--- src/rtl/mdw_pkg.sv ---
package mdw_pkg;

  localparam logic [1:0] FRAME_WAKEUP = 2'b11;

  typedef enum logic [1:0] {
    SUB_HOST = 2'b00,
    SUB_WAKE = 2'b01,
    SUB_DOZE = 2'b10,
    SUB_BOTH = 2'b11
  } mdw_sub_e;

  typedef struct packed {
    logic push;
    logic rdy;
    logic set_en;
    logic clr_en;
  } mdw_act_t;

endpackage

--- src/rtl/mdw_rst_sync.sv ---
module mdw_rst_sync #(
  parameter int STAGES = 2
) (
  input  logic clk_i,
  input  logic rst_ni,
  output logic rst_sn
);
  logic [STAGES-1:0] sync_q;

  always_ff @(posedge clk_i or negedge rst_ni) begin
    if (!rst_ni) sync_q <= '0;
    else         sync_q <= {sync_q[STAGES-2:0], 1'b1};
  end

  assign rst_sn = sync_q[STAGES-1];
endmodule

--- src/rtl/mdw_addr_cmp.sv ---
module mdw_addr_cmp #(
  parameter int DW = 8
) (
  input  logic [DW-1:0] char_i,
  input  logic [DW-1:0] station_i,
  output logic          match_o
);
  logic [DW-1:0] bit_eq;

  for (genvar b = 0; b < DW; b++) begin : g_bit
    assign bit_eq[b] = ~(char_i[b] ^ station_i[b]);
  end

  assign match_o = &bit_eq;
endmodule

--- src/rtl/mdw_classify.sv ---
module mdw_classify
  import mdw_pkg::*;
(
  input  logic       vld_i,
  input  logic       adr_i,
  input  logic [1:0] mode_i,
  input  logic [1:0] sub_i,
  input  logic       adr_load_i,
  input  logic       match_i,
  input  logic       en_q_i,
  output mdw_act_t   act_o
);
  logic wake_mode;
  logic en_after;

  assign wake_mode = (mode_i == FRAME_WAKEUP);

  always_comb begin
    act_o    = '0;
    en_after = en_q_i;
    if (vld_i) begin
      if (!wake_mode || !adr_i) begin
        // plain characters and data characters follow the enable state
        act_o.push = en_q_i;
      end else if (mdw_sub_e'(sub_i) == SUB_HOST) begin
        act_o.push = 1'b1;
        act_o.rdy  = 1'b1;
      end else begin
        act_o.set_en = sub_i[0] & match_i;
        act_o.clr_en = sub_i[1] & ~match_i;
        if (act_o.set_en)      en_after = 1'b1;
        else if (act_o.clr_en) en_after = 1'b0;
        act_o.push = adr_load_i & (en_q_i | en_after);
        act_o.rdy  = act_o.push;
      end
    end
  end
endmodule

--- src/rtl/mdw_en_state.sv ---
module mdw_en_state (
  input  logic clk_i,
  input  logic rst_sn,
  input  logic host_en_i,
  input  logic host_dis_i,
  input  logic auto_set_i,
  input  logic auto_clr_i,
  output logic en_q_o
);
  logic en_d;
  logic en_q;

  always_comb begin
    en_d = en_q;
    if (host_dis_i)      en_d = 1'b0;
    else if (host_en_i)  en_d = 1'b1;
    else if (auto_set_i) en_d = 1'b1;
    else if (auto_clr_i) en_d = 1'b0;
  end

  always_ff @(posedge clk_i or negedge rst_sn) begin
    if (!rst_sn) en_q <= 1'b0;
    else         en_q <= en_d;
  end

  assign en_q_o = en_q;
endmodule

--- src/rtl/mdrop_wake_filter.sv ---
module mdrop_wake_filter
  import mdw_pkg::*;
#(
  parameter int DW         = 8,
  parameter int RST_STAGES = 2
) (
  input  logic          clk_i,
  input  logic          rst_ni,
  input  logic          char_vld_i,
  input  logic [DW-1:0] char_data_i,
  input  logic          char_adr_i,
  input  logic [DW-1:0] station_adr_i,
  input  logic [1:0]    frame_mode_i,
  input  logic [1:0]    wake_sub_i,
  input  logic          adr_load_i,
  input  logic          host_en_i,
  input  logic          host_dis_i,
  output logic          rx_en_o,
  output logic          push_o,
  output logic [DW-1:0] push_data_o,
  output logic          rxrdy_o
);
  logic     rst_sn;
  logic     match;
  logic     en_q;
  mdw_act_t act;

  logic          push_d, push_q;
  logic          rdy_d, rdy_q;
  logic [DW-1:0] data_q;
  logic          data_ce;

  mdw_rst_sync #(.STAGES(RST_STAGES)) u_rst (
    .clk_i (clk_i),
    .rst_ni(rst_ni),
    .rst_sn(rst_sn)
  );

  mdw_addr_cmp #(.DW(DW)) u_cmp (
    .char_i   (char_data_i),
    .station_i(station_adr_i),
    .match_o  (match)
  );

  mdw_classify u_cls (
    .vld_i     (char_vld_i),
    .adr_i     (char_adr_i),
    .mode_i    (frame_mode_i),
    .sub_i     (wake_sub_i),
    .adr_load_i(adr_load_i),
    .match_i   (match),
    .en_q_i    (en_q),
    .act_o     (act)
  );

  mdw_en_state u_en (
    .clk_i     (clk_i),
    .rst_sn    (rst_sn),
    .host_en_i (host_en_i),
    .host_dis_i(host_dis_i),
    .auto_set_i(act.set_en),
    .auto_clr_i(act.clr_en),
    .en_q_o    (en_q)
  );

  always_comb begin
    push_d  = act.push;
    rdy_d   = act.rdy;
    data_ce = act.push;
  end

  always_ff @(posedge clk_i or negedge rst_sn) begin
    if (!rst_sn) begin
      push_q <= 1'b0;
      rdy_q  <= 1'b0;
    end else begin
      push_q <= push_d;
      rdy_q  <= rdy_d;
    end
  end

  always_ff @(posedge clk_i or negedge rst_sn) begin
    if (!rst_sn)      data_q <= '0;
    else if (data_ce) data_q <= char_data_i;
  end

  assign rx_en_o     = en_q;
  assign push_o      = push_q;
  assign push_data_o = data_q;
  assign rxrdy_o     = rdy_q;
endmodule

--- config.mk ---
export PLATFORM = sky130hd
export DESIGN_NAME = mdrop_wake_filter
export DESIGN_NICKNAME = d
export VERILOG_FILES = /design/src/rtl/mdw_pkg.sv /design/src/rtl/mdw_rst_sync.sv /design/src/rtl/mdw_addr_cmp.sv /design/src/rtl/mdw_classify.sv /design/src/rtl/mdw_en_state.sv /design/src/rtl/mdrop_wake_filter.sv
export SDC_FILE = /design/constraint.sdc
export NUM_CORES = 1
export LEC_CHECK = 0
export ABC_CLOCK_PERIOD_IN_PS = 800
export BUFFER_PORTS_ARGS = -buffer_cell sky130_fd_sc_hd__buf_2
export CAP_MARGIN = 20
export CORE_AREA = 3 3 44 46
export DETAILED_ROUTE_END_ITERATION = 10
export DIE_AREA = 0 0 47 49
export PLACE_DENSITY = 0.81
export SLEW_MARGIN = 20
export SYNTH_ARGS = -nofsm -noshare
export SYNTH_HDL_FRONTEND = slang
export SYNTH_SLANG_ARGS = --single-unit
export TNS_END_PERCENT = 50
--- constraint.sdc ---
create_clock -name clk_i -period 0.8 [get_ports clk_i]
set_input_delay 0.16 -clock clk_i [delete_from_list [all_inputs] [get_ports clk_i]]
set_output_delay 0.16 -clock clk_i [all_outputs]
set_load 0.005 [all_outputs]
==> impl_summary.md <==
Logic synthesis
Yosys attributes the largest share of cell area to sky130_fd_sc_hd__dfrtp_1 52%, sky130_fd_sc_hd__mux2_2 14%, sky130_fd_sc_hd__xnor2_1 11%. For this run, the register share of the synthesized area comes to 0.521. Counting flops with a built-in enable in the synthesized netlist gives 0.

Counting instances in the post-synthesis netlist gives the leading cell types as 13 x sky130_fd_sc_hd__dfrtp_1, 8 x sky130_fd_sc_hd__mux2_2, 8 x sky130_fd_sc_hd__xnor2_1. The synthesized netlist contains 17 unique library cells. The fraction of registers with async set/reset is 1.00. The most frequently used flop master after synthesis is sky130_fd_sc_hd__dfrtp_1. Summing every instance area after synthesis gives 624 um^2. Of the post-synthesis cell area, the dominant cell type holds 0.521. The count of state elements after synthesis is 13. The number of cells produced by synthesis is 48. The net count after synthesis is 75. The cell type with the largest total area after synthesis is sky130_fd_sc_hd__dfrtp_1.

For this run, the number of Yosys warnings is 0. sky130_fd_sc_hd__dfrtp_1 is the most common cell in the netlist. The post-synthesis area per instance is 13.0 um^2.

Floorplan
The number of primary I/O pins is 38. The initial utilization of the core area, before any placement, comes to 0.405. The die height is 49 um. The overall die area is 2300 um^2. Measured along the x axis, the die boundary spans 47 um. The initialized floorplan defines 14 standard-cell rows. The standard cell core area is 1540 um^2.

Placement
The total cell area at the placement stage is 886 um^2. The HPWL reported at the end of detailed placement is 1190 um. The congestion estimate from routability-driven global placement came to 0.790.

The count of input and output buffers is 37. Prior to clock tree synthesis, the placed netlist has a worst setup slack of -0.725 ns.

Critical path
On the critical path, the stage with the largest delay is an instance of sky130_fd_sc_hd__dfrtp_1. The worst setup path is launched from a flip-flop. The endpoint class of the critical path is a flip-flop.

The kind of cell with the highest combined delay on the critical path is flip-flops. In this design, the critical path's most frequently occurring cell is sky130_fd_sc_hd__nand2_2. The largest driver fanout on the critical path is 5. The worst reg2reg path endpoint is push_data_o[5]$_DFFE_PN0P_. In this design, the stage delay of the slowest critical-path cell is 0.43 ns. The cell depth of the worst flop-to-flop path is 6. The start-to-end type of the worst setup path is flip-flop to flip-flop. The data required time at the worst endpoint is 0.96 ns. The critical path goes through o2bb2ai_2 -> nand2_2 -> nand2_2 -> a41oi_4 -> buf_6 -> mux2_4. The number of buffers and inverters on the critical path is 1. Across all register-to-register paths, the minimum setup slack is -0.67 ns. The startpoint identified for the worst register-to-register timing path is u_en.en_q_o$_DFFE_PN0P_. For the worst setup path, the data arrival time is 1.63 ns.

STA
The count of pins over their slew limit is 0. The share of the cycle needed by the critical path after routing is 1.84. The post-route minimum period is 1.47 ns. The final setup skew is 0.00307 ns. Setup violations remaining at the end of the flow were counted as 22. Derived from the worst setup path, the maximum achievable clock frequency is 0.680 GHz. The final worst slack is -0.671 ns. The hold violation count in the final report is 0. Setup repair after global routing could not meet its margin everywhere.

Cells and area
The share of post-route cells with drive strength above 1 is 0.692. Across the whole layout, storage elements account for 325 um^2. The footprint of the multi-input gates is 340 um^2. The layout overhead on the synthesized area is 65.3%.

Counting the fill cells in the layout gives 126. After routing the design area is 1030 um^2. At the end of the flow, the number of nets in the layout was 132. The number of antenna diodes in the final layout is 0.

GRT
The pin count of the biggest net entering global routing is 12. The global-route congestion overflow total is 0. The overall fraction of global-route tracks in use is 0.163. The first global-routing pass estimated 2730 um of wire.

The via count of the first global-routing pass came to 615. The number of antenna violations at the first check in global routing is 0.

Job
The max capacitance violation total is 0.

Clocking
TritonCTS built the clock tree. The insertion delay to the later sink of the worst-skew pair is 0.27 ns. The maximum count of clock buffers along a single path is 2. TritonCTS created 3 clock buffers. After clock tree synthesis, the clock-pin slew on the worst setup and hold paths is 0.08 ns. The cell chosen for the clock root is sky130_fd_sc_hd__clkbuf_4.

The number of sinks handled by clock tree synthesis is 13. CTS built an H-tree with a depth of 1.

Drt
The first routing iteration left 11 violations. The remaining routing DRC violations is 0. The detailed-router iteration count before antenna repair is 4. Summed over all layers, the routed wires come to 1620 um.

The final route contains 609 vias. In the routed layout, each cell is associated on average with a via count of 5.08. The final antenna-violating net count is 0. In the final routed layout, each cell accounts on average for 13.5 um.

Min path
The startpoint identified for the worst hold timing path is host_dis_i. The endpoint of the worst hold path is u_en.en_q_o$_DFFE_PN0P_. The cell count of the worst hold path is 2.

The type of the worst min-delay path is input pin to flip-flop.

Pwr
The cell leakage power is 0.000547 uW. The ratio of total power to cell area is 1700 nW/um^2. The peak supply drop is 1050 uV.

Outcome
The final reports fail on setup timing. The flow ran to the end, but the final reports show violations.
==> worst register-to-register path, cell delays in order (launching register included) <==
cell                        delay (ns)
sky130_fd_sc_hd__dfrtp_1          0.43
sky130_fd_sc_hd__o2bb2ai_2        0.14
sky130_fd_sc_hd__nand2_2          0.08
sky130_fd_sc_hd__nand2_2          0.07
sky130_fd_sc_hd__a41oi_4          0.20
sky130_fd_sc_hd__buf_6            0.16
sky130_fd_sc_hd__mux2_4           0.30
==> layer usage <==
layer,routed length (um),global-route usage,share of wire,vias to the layer above
li1,-,-,-,286
met1,643,0.203,0.40,295
met2,848,0.265,0.52,26
met3,120,0.0295,0.074,2
met4,9,0.0691,0.0055,0
met5,0,0,0,-
==> layout make-up <==
class,instances,share of cell area
inverter,1,0.00364
timing repair buffer,53,0.305
clock inverter,1,0.00485
multi-input combinational,33,0.330
sequential,13,0.315
tap,16,0.0194
clock buffer,3,0.0218
==> per-stage QoR <==
step           utilization  setup TNS (ns)  power, uW  hold slack, ns  cells
2_1_floorplan            -           -5.62       1000          -0.136     48
4_1_cts              0.640           -7.54       1760          0.0146    116
3_5_place_dp         0.575           -6.86       1250         -0.0532    109
3_3_place_gp         0.575           -6.36       1230         -0.0539    109
6_report             0.670           -7.70       1750          0.0273    120
5_1_grt              0.670           -8.93       1870          0.0136    120
==> flip-flops by register name, summed over array words and instances (netlist names) <==
name and cells:
push_data_o 8, push_o 1, rxrdy_o 1, u_en.en_q_o 1, u_rst.sync_q 2
==> report_power, final <==
group	switching [uW]	total, uW	internal [uW]	leakage (uW)
sequential	64.8	828	763	0.000157
combinational	180	524	344	0.000372
clock	216	401	185	0.0000177
==> cells by family (layout without fill, tap and decap cells) <==
kind of cell / Yosys count / in the layout / synth area share
buf+inv: 2 / 58 / 0.0240
simple gates: 12 / 12 / 0.116
xor+xnor: 8 / 8 / 0.112
other cells: 1 / 1 / 0.00601
compound gates: 4 / 4 / 0.0762
mux: 8 / 8 / 0.144
flops: 13 / 13 / 0.521
==> how the worst max path moves through the flow <==
stage,start,to,slack [ns],depth (start not counted)
final,u_en.en_q_o$_DFFE_PN0P_,push_data_o[5]$_DFFE_PN0P_,-0.67,6
after CTS,u_en.en_q_o$_DFFE_PN0P_,push_data_o[5]$_DFFE_PN0P_,-0.67,6
after global placement,char_data_i[1],push_data_o[6]$_DFFE_PN0P_,-0.68,7
after global routing,u_en.en_q_o$_DFFE_PN0P_,push_data_o[3]$_DFFE_PN0P_,-0.75,6
after floorplan,u_en.en_q_o$_DFFE_PN0P_,push_data_o[0]$_DFFE_PN0P_,-0.64,5
after detailed placement,char_data_i[1],push_data_o[5]$_DFFE_PN0P_,-0.73,7
==> cell usage in the layout (no fill, tap or decap), drive strengths merged <==
cell type,instances
o22ai,1
nor2,1
nand4,3
and4,1
a41oi,1
clkinv,1
dlygate4sd3,1
nand2,3
conb,1
a21oi,1
o2bb2ai,1
nand3,3
mux2,8
clkbuf,3
xnor2,8
buf,52
inv,1
dfrtp,13
nand3b,1
==> timing repair <==
item	in CTS	in global routing
setup buffers	2	4
pin swaps	2	6
hold buffers	1	0
hold endpoints to repair	2	0
endpoints found under the setup margin	22	22
gates resized for setup	12	3
Note: power is estimated with default switching activity, not from simulation.
